--- src/rtl/adcr_pkg.sv ---
package adcr_pkg;
  localparam int unsigned ADCR_RES_W  = 10;
  localparam int unsigned ADCR_BYTE_W = 8;
endpackage

--- src/rtl/adcr_format.sv ---
module adcr_format #(
  parameter int unsigned RES_W  = adcr_pkg::ADCR_RES_W,
  parameter int unsigned BYTE_W = adcr_pkg::ADCR_BYTE_W
) (
  input  logic [RES_W-1:0]    value,
  input  logic                left,
  output logic [2*BYTE_W-1:0] word
);
  localparam int unsigned PAD = 2*BYTE_W - RES_W;

  generate
    if (PAD == 0) begin : g_full
      assign word = value;
      logic unused_left;
      assign unused_left = left;
    end else begin : g_pad
      always_comb begin
        if (left) word = {value, {PAD{1'b0}}};
        else      word = {{PAD{1'b0}}, value};
      end
    end
  endgenerate
endmodule

--- src/rtl/adcr_lock_ctrl.sv ---
module adcr_lock_ctrl (
  input  logic clk,
  input  logic rst,
  input  logic conv_done,
  input  logic rd_lo,
  input  logic rd_hi,
  output logic capture,
  output logic locked,
  output logic lost
);
  logic blocked;

  // A high read frees the pair this cycle; a low read this cycle blocks capture.
  assign blocked = rd_lo | (locked & ~rd_hi);
  assign capture = conv_done & ~blocked;

  always_ff @(posedge clk) begin
    if (rst) begin
      locked <= 1'b0;
      lost   <= 1'b0;
    end else begin
      if (rd_hi)      locked <= 1'b0;
      else if (rd_lo) locked <= 1'b1;

      if (conv_done & blocked) lost <= 1'b1;
      else if (rd_hi)          lost <= 1'b0;
    end
  end
endmodule

--- src/rtl/adcr_hold.sv ---
module adcr_hold #(
  parameter int unsigned W = 16
) (
  input  logic         clk,
  input  logic         rst,
  input  logic         load,
  input  logic [W-1:0] d,
  output logic [W-1:0] q
);
  always_ff @(posedge clk) begin
    if (rst)       q <= '0;
    else if (load) q <= d;
  end
endmodule

--- src/rtl/adcr_result_reg.sv ---
module adcr_result_reg #(
  parameter int unsigned RES_W  = adcr_pkg::ADCR_RES_W,
  parameter int unsigned BYTE_W = adcr_pkg::ADCR_BYTE_W
) (
  input  logic              clk,
  input  logic              rst,
  input  logic              conv_done,
  input  logic [RES_W-1:0]  conv_value,
  input  logic              align_left,
  input  logic              rd_en,
  input  logic              rd_hi_sel,
  output logic [BYTE_W-1:0] rd_data,
  output logic              lost_flag
);
  localparam int unsigned PAIR_W = 2*BYTE_W;

  logic              rd_lo;
  logic              rd_hi;
  logic              capture;
  logic              locked;
  logic [PAIR_W-1:0] fmt_word;
  logic [PAIR_W-1:0] held;

  assign rd_lo = rd_en & ~rd_hi_sel;
  assign rd_hi = rd_en &  rd_hi_sel;

  adcr_format #(.RES_W(RES_W), .BYTE_W(BYTE_W)) u_fmt (
    .value (conv_value),
    .left  (align_left),
    .word  (fmt_word)
  );

  adcr_lock_ctrl u_lock (
    .clk       (clk),
    .rst       (rst),
    .conv_done (conv_done),
    .rd_lo     (rd_lo),
    .rd_hi     (rd_hi),
    .capture   (capture),
    .locked    (locked),
    .lost      (lost_flag)
  );

  adcr_hold #(.W(PAIR_W)) u_hold (
    .clk  (clk),
    .rst  (rst),
    .load (capture),
    .d    (fmt_word),
    .q    (held)
  );

  assign rd_data = rd_hi_sel ? held[PAIR_W-1:BYTE_W] : held[BYTE_W-1:0];
endmodule

--- config.mk ---
export PLATFORM = sky130hd
export DESIGN_NAME = adcr_result_reg
export DESIGN_NICKNAME = d
export VERILOG_FILES = /design/src/rtl/adcr_pkg.sv /design/src/rtl/adcr_format.sv /design/src/rtl/adcr_lock_ctrl.sv /design/src/rtl/adcr_hold.sv /design/src/rtl/adcr_result_reg.sv
export SDC_FILE = /design/constraint.sdc
export NUM_CORES = 1
export LEC_CHECK = 0
export ABC_AREA = 1
export BUFFER_PORTS_ARGS = -buffer_cell sky130_fd_sc_hd__buf_4
export CELL_PAD_IN_SITES_DETAIL_PLACEMENT = 0
export CELL_PAD_IN_SITES_GLOBAL_PLACEMENT = 1
export CORE_UTILIZATION = 37
export DETAILED_ROUTE_END_ITERATION = 6
export PLACE_DENSITY_LB_ADDON = 0.1
export SLEW_MARGIN = 20
export SYNTH_ARGS = -nofsm -noshare
export SYNTH_HDL_FRONTEND = slang
export SYNTH_SLANG_ARGS = --single-unit
--- constraint.sdc ---
create_clock -name clk -period 1.8 [get_ports clk]
set_clock_uncertainty 0.15 [all_clocks]
set_input_delay 0.09 -clock clk [delete_from_list [all_inputs] [get_ports clk]]
set_output_delay 0.09 -clock clk [all_outputs]
set_load 0.02 [all_outputs]
==> impl_metrics.py, run 1 <==
metrics = {
    "flow_run": {
        "maxCapViolCount": 0,
    },
    "floorplan": {
        "chipHeight_um": 52.93,
        "die_area_um2": 2802,
        "fp.dieW_um": 52.93,
        "coreArea_um2": 2455,
        "io_pins": 25,
        "fp-row-count": 18,
        "start_util_pct": 39.09,
    },
    "power": {
        "pwr-share-seq_pct": 47.2,
        "p_leak_nw": 0.6660,
        "p_sw_uw": 274.2,
        "p_sw_share_pct": 29.26,
        "power_density_nw_per_um2": 721.5,
        "vdd_drop_max_uv": 451.7,
        "clock_power_share_pct": 26.9,
        "power_frac_comb_pct": 26.0,
        "p_int_uw": 662.9,
    },
    "yosys": {
        "syn_avg_cell_area_um2": 6.232,
        "ys_types": 15,
        "ys_seq_area_share_pct": 37.55,
        "synthTopCellsByArea": "dfxtp_1 (38%), nand2_1 (25%), nor2_1 (9.0%), nand3_1 (5.7%), a21oi_1 (5.2%)",
        "syn_inst": 154,
        "yosysWarningCount": 0,
        "syn_nets": 170,
        "yosys.area.top_type": "dfxtp_1",
        "synthesis.area_um2": 959.7,
        "yosys.area.top_type_share_pct": 37.55,
        "ys_ff_latch": 18,
    },
    "critical_path": {
        "max_stage_delay_ns": 0.55,
        "criticalPathCategory": "input port to flop",
        "ff2ff_path_depth": 5,
        "worst-endpoint-required_ns": 1.85,
        "cp_cell_sequence": "dlygate4sd3_1 > buf_4 > nand2_1 > nand2_1 > dlygate4sd3_1 > nor2_1 > nor2_1",
        "cp_max_fo": 2,
        "endpoint_kind": "flop",
        "slowest_stage": "dlygate4sd3_1",
        "cp-start-kind": "input port",
        "worstPathArrival_ns": 1.57,
    },
    "grt": {
        "grt_max_degree": 23,
        "grt_usage_pct": 19.12,
        "grt_pass1_vias": 897,
        "grt_pass1_wl_um": 3829,
        "overflow": 0,
        "grt_antenna_before_repair": 0,
    },
    "sta": {
        "setup_viol": 0,
        "holdWs_ns": 0.03309,
        "drv_slew": 0,
        "setup_tns_ns": 0,
        "finalCritPeriodShare_pct": 84.55,
        "hold_viol": 0,
        "slew_headroom_pct": 67.81,
        "fin_crit_ns": 1.522,
        "max_freq_ghz": 0.6570,
        "fin_ws_ns": 0.2780,
        "tightestPinTransition_ns": 0.4799,
        "grt_setup_unrepaired": "no",
    },
    "route": {
        "post_drt_wl_per_cell_um": 9.954,
        "post_drt_via_cell_ratio": 4.616,
        "drt_first_pass_iters": 4,
        "vias": 1011,
        "ant_nets": 0,
        "drtIter0Drc": 10,
        "route.detailed.drc": 0,
        "drt_wl_total_um": 2180,
    },
    "finish": {
        "seqCellArea_um2": 360.3,
        "final_layout_size_suffix_gt1_share_pct": 17.46,
        "final_cell_mix": "nand2_1 (64), buf_4 (25), nor2_1 (23)",
        "synthToLayoutAreaGrowth_pct": 35.33,
        "finish.instance_area_um2": 1299,
        "multi_input_area_um2": 489.2,
        "fin_nets": 206,
        "fillers": 273,
        "final_common_cell": "nand2_1",
        "antenna_cells": 0,
    },
    "clock_tree": {
        "clk-insertion-delay-late_ns": 0.29,
        "cts.repair.resized": 0,
        "cts_made_buffers": 3,
        "htreeDepth": 1,
        "holdBufCountCts": 14,
        "clock-sinks": 18,
        "post_cts_buffers": 0,
        "root_buffer": "clkbuf_4",
        "cts_tree": "built",
        "path_clk_slew_ns": 0.10,
        "cts_buffer_depth": 2,
    },
    "placed_design": {
        "pre_cts_ws_ns": 0.6398,
        "dp_hpwl_um": 1482,
        "gp_congestion": 0.7015,
        "portBuffers": 24,
        "dpl_cell_area_um2": 1122,
    },
    "run_status": {
        "outcome": "finished, final reports clean",
    },
    "hold_path": {
        "holdPathStages": 4,
        "hold_class": "input port to flop",
    },
}
## flip-flops by register name, indices dropped and copies added (netlist names)
register and count:
u_lock.lost 1, u_hold.q 16, u_lock.locked 1
## logic make-up after synthesis
| kind of cell | Yosys count | synth area share, % |
|---|---|---|
| simple gates | 100 | 42.24 |
| flops | 18 | 37.55 |
| compound gates | 16 | 8.735 |
| buf+inv | 20 | 11.47 |
## cell type report
class                   count  area share (%)
well taps                  30           2.890
repair buffers             39           25.24
inverters                  12           3.661
flip-flops and latches     18           27.75
clock buffers               4           2.794
multi-input cells         116           37.67
## worst max-delay path: cells and delay by family
family	cells	cell delay, ns
buffers and inverters	3	1.21
AND/OR/NAND/NOR	4	0.26
## final timing paths
kind	from	endpoint	slack, ns
worst max-delay path	conv_value[9]	u_hold.q[9]	0.28
worst min-delay path	rd_hi_sel	u_lock.lost	0.03
worst max register to register	u_lock.locked	u_hold.q[11]	0.62
worst min register to register	u_lock.lost	u_lock.lost	0.32
## layer usage
metal	wire [um]	GRT usage, %	vias to the layer above	part of all wire (%)
met5	0	0	-	0
met4	48	11.84	0	2.2
met3	89	2.874	5	4.1
met2	977	30.80	23	45
met1	1066	23.61	439	49
li1	-	-	544	-
## Yosys cell counts, drive strengths merged
library cell / instances
clkinv: 2
clkbuf: 2
buf: 6
nand3: 12
inv: 10
nor2: 23
dfxtp: 18
o21ai: 6
a21oi: 10
nand2: 65
## through the flow
stage,total power [mW],utilization [%],instances
floorplan,0.6025,-,154
global placement,0.6685,45.72,201
detailed placement,0.6714,45.72,201
CTS,0.9532,52.91,219
global route,1.004,52.91,219
finish,0.9371,52.91,219
## power groups by stage
stage	combinational, mW	sequential [mW]	clock (mW)
finish	0.243	0.442	0.252
global route	0.278	0.446	0.280
CTS	0.245	0.442	0.266
detailed placement	0.220	0.451	0
global placement	0.217	0.451	0
floorplan	0.151	0.451	0
No activity file was read; power rests on OpenSTA's default activity.
==> inputs of run 2 (changes only) <==
--- a/config.mk
+++ b/config.mk
@@ -9,7 +9,7 @@
 export BUFFER_PORTS_ARGS = -buffer_cell sky130_fd_sc_hd__buf_4
 export CELL_PAD_IN_SITES_DETAIL_PLACEMENT = 0
 export CELL_PAD_IN_SITES_GLOBAL_PLACEMENT = 1
-export CORE_UTILIZATION = 37
+export CORE_UTILIZATION = 34
 export DETAILED_ROUTE_END_ITERATION = 6
 export PLACE_DENSITY_LB_ADDON = 0.1
 export SLEW_MARGIN = 20
==> constraint.sdc (replaced) <==
create_clock -name clk -period 1.55 [get_ports clk]
set_clock_uncertainty 0.15 [all_clocks]
set_input_delay 0.0775 -clock clk [delete_from_list [all_inputs] [get_ports clk]]
set_output_delay 0.0775 -clock clk [all_outputs]
set_load 0.02 [all_outputs]
==> run 2 against run 1 <==
First-iteration DRC count fell by 20%. Highest routed layer unchanged. Sequential power is 16% higher. Critical endpoint is now u_hold.q[8]. Largest power group unchanged. Wire length shrank 0.14%.
==> impl_metrics.py, run 2 (synthesis results as in run 1) <==
metrics = {
    "run_status": {
        "outcome": "finished, final reports clean",
    },
    "critical_path": {
        "worst-endpoint-required_ns": 1.61,
        "endpoint_kind": "flop",
        "cp_max_fo": 2,
        "worstPathArrival_ns": 1.54,
        "cp-start-kind": "input port",
        "criticalPathCategory": "input port to flop",
    },
    "floorplan": {
        "fp.dieW_um": 55.13,
        "chipHeight_um": 55.13,
        "start_util_pct": 37.38,
        "io_pins": 25,
        "fp-row-count": 18,
        "die_area_um2": 3039,
        "coreArea_um2": 2567,
    },
    "sta": {
        "max_freq_ghz": 0.6757,
        "finalCritPeriodShare_pct": 95.49,
        "fin_crit_ns": 1.480,
        "slew_headroom_pct": 83.04,
        "drv_slew": 0,
        "setup_tns_ns": 0,
        "hold_viol": 0,
        "fin_ws_ns": 0.06996,
        "grt_setup_unrepaired": "no",
        "setup_viol": 0,
        "tightestPinTransition_ns": 0.2528,
    },
    "placed_design": {
        "pre_cts_ws_ns": 0.4154,
        "portBuffers": 24,
        "place_inst": 202,
        "gp_congestion": 0.6846,
        "dp_hpwl_um": 1508,
    },
    "finish": {
        "final_layout_size_suffix_gt1_share_pct": 17.89,
        "antenna_cells": 0,
        "final_common_cell": "nand2_1",
        "fin_util_pct": 50.88,
        "fillers": 297,
        "final_cell_mix": "nand2_1 (64), buf_4 (26), nor2_1 (23)",
        "fin_nets": 207,
        "largest_reg_flops": 16,
        "final_cells": 220,
        "top_register": "u_hold.q",
        "largestRegisters": "u_hold.q (16), u_lock.locked (1), u_lock.lost (1)",
        "synthToLayoutAreaGrowth_pct": 36.11,
    },
    "route": {
        "drtIter0Drc": 8,
        "post_drt_via_cell_ratio": 4.486,
        "vias": 987,
        "drt_wl_total_um": 2177,
        "ant_nets": 0,
        "route.detailed.drc": 0,
        "post_drt_wl_per_cell_um": 9.895,
        "drt_first_pass_iters": 3,
    },
    "grt": {
        "overflow": 0,
        "grt_usage_pct": 17.47,
        "grt_antenna_before_repair": 0,
        "grt_pass1_wl_um": 3746,
        "grt_pass1_vias": 898,
        "grt_max_degree": 23,
    },
    "clock_tree": {
        "path_clk_slew_ns": 0.11,
        "cts_buffer_depth": 2,
        "clk-insertion-delay-late_ns": 0.29,
        "clock-sinks": 18,
        "cts_made_buffers": 3,
        "htreeDepth": 1,
        "root_buffer": "clkbuf_4",
        "cts_tree": "built",
    },
    "power": {
        "power_density_nw_per_um2": 833.2,
        "fin_total_pwr_mw": 1.088,
        "p_leak_nw": 0.6698,
        "vdd_drop_max_uv": 492.0,
    },
    "flow_run": {
        "maxCapViolCount": 0,
    },
    "hold_path": {
        "hold_class": "input port to flop",
    },
}
[run 2: changes by cell type in the layout (fill, tap and decap cells not counted)]
cell	previous run	this run
buf_4	25	26
[run 2: final timing paths]
| kind | from | endpoint | slack [ns] | depth (start not counted) |
|---|---|---|---|---|
| setup / recovery | conv_value[8] | u_hold.q[8] | 0.07 | 7 |
| hold / removal | align_left | u_hold.q[12] | 0.02 | 5 |
| setup reg to reg | u_lock.locked | u_hold.q[15] | 0.41 | 5 |
| hold reg to reg | u_lock.lost | u_lock.lost | 0.33 | 2 |
[run 2: timing repair]
action,4_1_cts,5_1_grt
buffers inserted,0,0
setup endpoints to repair,0,3
hold endpoints to repair,17,0
hold buffers,16,0
gates resized for setup,0,0
[run 2: final cells by class]
| type | count | area (um^2) | share of cell area [%] |
|---|---|---|---|
| Clock buffer | 4 | 36.28 | 2.778 |
| Inverter | 12 | 47.55 | 3.640 |
| Multi-Input combinational cell | 116 | 489.2 | 37.45 |
| Sequential cell | 18 | 360.3 | 27.59 |
| Tap cell | 30 | 37.54 | 2.874 |
| Timing Repair Buffer | 40 | 335.3 | 25.67 |
[run 2: layer usage]
metal / track usage [%] / wire [um] / share of wire, %
met5: 0 / 0 / 0
met4: 7.500 / 17 / 0.78
met3: 2.459 / 66 / 3.0
met2: 29.72 / 935 / 43
met1: 21.82 / 1157 / 53
[run 2: stage by stage]
step	instance area, um^2	hold slack [ns]
after global placement	1130	0.1233
after CTS	1326	0.02545
after detailed placement	1130	0.1235
final	1306	0.02301
after global routing	1306	0.06431
after floorplan	959.7	0.01162
[run 2: power by group]
part	switching (mW)	internal [mW]	total [mW]
Clock	0.148	0.143	0.291
Sequential	0.0154	0.499	0.514
Combinational	0.154	0.130	0.284
Total	0.317	0.772	1.09
[run 2: critical path: stages]
cell,delay [ns]
dlygate4sd3_1,0.53
buf_4,0.14
nand2_1,0.06
nand2_1,0.05
dlygate4sd3_1,0.55
nor2_1,0.09
nor2_1,0.05
==> inputs of run 3 (changes only) <==
--- a/config.mk
+++ b/config.mk
@@ -11,6 +11,7 @@
 export CELL_PAD_IN_SITES_GLOBAL_PLACEMENT = 1
 export CORE_UTILIZATION = 34
 export DETAILED_ROUTE_END_ITERATION = 6
+export MAX_ROUTING_LAYER = met4
 export PLACE_DENSITY_LB_ADDON = 0.1
 export SLEW_MARGIN = 20
 export SYNTH_ARGS = -nofsm -noshare
==> run 3 against run 2 <==
Cell area stayed put. Via count is 0.10% lower. Flip-flop and latch count stayed put. Non-clock buffer count stayed put. Combinational power hardly changed. Fmax hardly changed. Hold slack hardly changed.
==> impl_metrics.py, run 3 (synthesis results as in run 1) <==
metrics = {
    "critical_path": {
        "cpLargestDelayFamily": "buffers and inverters",
        "reg2reg_from": "u_lock.locked",
        "criticalPathCategory": "input port to flop",
        "slowest_stage": "dlygate4sd3_1",
        "ff2ff_path_depth": 5,
        "endpoint_kind": "flop",
        "critPathBufInv": 3,
        "cp-start-kind": "input port",
        "worst-path-stages": 7,
        "cp_cell_sequence": "dlygate4sd3_1 > buf_4 > nand2_1 > nand2_1 > dlygate4sd3_1 > nor2_1 > nor2_1",
        "rrSetupSlack_ns": 0.41,
        "cp_max_fo": 2,
        "worst-endpoint-required_ns": 1.61,
        "max_stage_delay_ns": 0.55,
        "r2r-end": "u_hold.q[15]",
        "worstPathArrival_ns": 1.54,
    },
    "floorplan": {
        "io_pins": 25,
        "start_util_pct": 37.38,
        "chipHeight_um": 55.13,
        "coreArea_um2": 2567,
        "fp.dieW_um": 55.13,
        "fp-row-count": 18,
        "die_area_um2": 3039,
    },
    "route": {
        "drt_first_pass_iters": 3,
        "drt_wl_total_um": 2175,
        "post_drt_wl_per_cell_um": 9.886,
        "ant_nets": 0,
        "route.detailed.drc": 0,
        "drtIter0Drc": 8,
        "vias": 986,
        "post_drt_via_cell_ratio": 4.482,
    },
    "grt": {
        "grt_pass1_vias": 899,
        "overflow": 0,
        "grt_max_degree": 23,
        "grt_usage_pct": 17.96,
        "grt_antenna_before_repair": 0,
        "grt_pass1_wl_um": 3746,
    },
    "finish": {
        "fin_nets": 207,
        "top_register": "u_hold.q",
        "largest_reg_flops": 16,
        "synthToLayoutAreaGrowth_pct": 36.11,
        "largestRegisters": "u_hold.q (16), u_lock.locked (1), u_lock.lost (1)",
        "final_cell_mix": "nand2_1 (64), buf_4 (26), nor2_1 (23)",
        "final_common_cell": "nand2_1",
        "antenna_cells": 0,
        "fin_util_pct": 50.88,
        "fillers": 297,
        "final_layout_size_suffix_gt1_share_pct": 17.89,
    },
    "clock_tree": {
        "cts_buffer_depth": 2,
        "cts_tree": "built",
        "htreeDepth": 1,
        "path_clk_slew_ns": 0.11,
        "clk-insertion-delay-late_ns": 0.28,
        "clock-sinks": 18,
        "cts_made_buffers": 3,
        "root_buffer": "clkbuf_4",
    },
    "hold_path": {
        "min_from": "align_left",
        "holdPathStages": 5,
        "whs_endpoint": "u_hold.q[12]",
        "hold_class": "input port to flop",
    },
    "run_status": {
        "outcome": "finished, final reports clean",
    },
    "sta": {
        "setup_viol": 0,
        "grt_setup_unrepaired": "no",
        "tightestPinTransition_ns": 0.2524,
        "setup_tns_ns": 0,
        "fin_crit_ns": 1.480,
        "slew_headroom_pct": 83.07,
        "drv_slew": 0,
        "max_freq_ghz": 0.6756,
        "finalCritPeriodShare_pct": 95.49,
        "hold_viol": 0,
    },
    "placed_design": {
        "dp_hpwl_um": 1508,
        "portBuffers": 24,
        "gp_congestion": 0.6917,
    },
    "flow_run": {
        "maxCapViolCount": 0,
    },
    "power": {
        "vdd_drop_max_uv": 491.9,
        "p_leak_nw": 0.6698,
        "power_density_nw_per_um2": 833.0,
        "fin_total_pwr_mw": 1.088,
    },
}
[run 3: cell counts in the layout (fill, tap and decap cells not counted)]
Identical to the previous run, type by type.
[run 3: what timing repair did]
action,in CTS,in global routing
hold endpoints to repair,17,0
gates resized for setup,0,0
buffers inserted,0,0
hold buffers,16,0
endpoints found under the setup margin,0,3
[run 3: final cells by class]
| type | count | area [um^2] | share of cell area [%] |
|---|---|---|---|
| Tap cell | 30 | 37.54 | 2.874 |
| Sequential cell | 18 | 360.3 | 27.59 |
| Timing Repair Buffer | 40 | 335.3 | 25.67 |
| Clock buffer | 4 | 36.28 | 2.778 |
| Multi-Input combinational cell | 116 | 489.2 | 37.45 |
| Inverter | 12 | 47.55 | 3.640 |
[run 3: power by group]
group,total [mW],leakage (nW),internal (mW),switching [mW]
sequential,0.514,0.149,0.499,0.0154
combinational,0.284,0.500,0.130,0.154
clock,0.290,0.0210,0.143,0.147
total,1.09,0.670,0.772,0.317
[run 3: per-layer routing]
metal	part of all wire [%]	up-vias	wire length (um)	GRT usage (%)
li1	-	545	-	-
met1	53	424	1157	21.82
met2	43	15	930	29.72
met3	3.1	2	67	2.459
met4	0.97	0	21	7.500
met5	0	-	0	-
[run 3: worst max path at each step]
stage / startpoint / endpoint / slack (ns)
final: conv_value[8] / u_hold.q[8] / 0.07
after global routing: conv_value[8] / u_hold.q[8] / 0.008
after CTS: conv_value[7] / u_hold.q[7] / 0.03
after detailed placement: u_lock.locked / u_hold.q[4] / 0.42
after global placement: u_lock.locked / u_hold.q[4] / 0.43
after floorplan: u_lock.locked / u_hold.q[3] / 0.49
[run 3: worst register-to-register path, delay by kind of cell, from the launching register on]
kind                   cells  cell delay, ns
AO/OA/AOI/OAI              1            0.12
AND/OR/NAND/NOR            3            0.21
buffers and inverters      1            0.24
flip-flops                 1            0.33
[run 3: stage by stage]
stage          setup slack (ns)  area [um^2]  hold WS, ns  std cells
3_5_place_dp             0.4154         1130       0.1235        202
4_1_cts                 0.03285         1326      0.02545        222
3_3_place_gp             0.4270         1130       0.1233        202
2_1_floorplan            0.4945        959.7      0.01162        154
5_1_grt                0.007565         1306      0.06432        220
6_report                0.06989         1306      0.02322        220
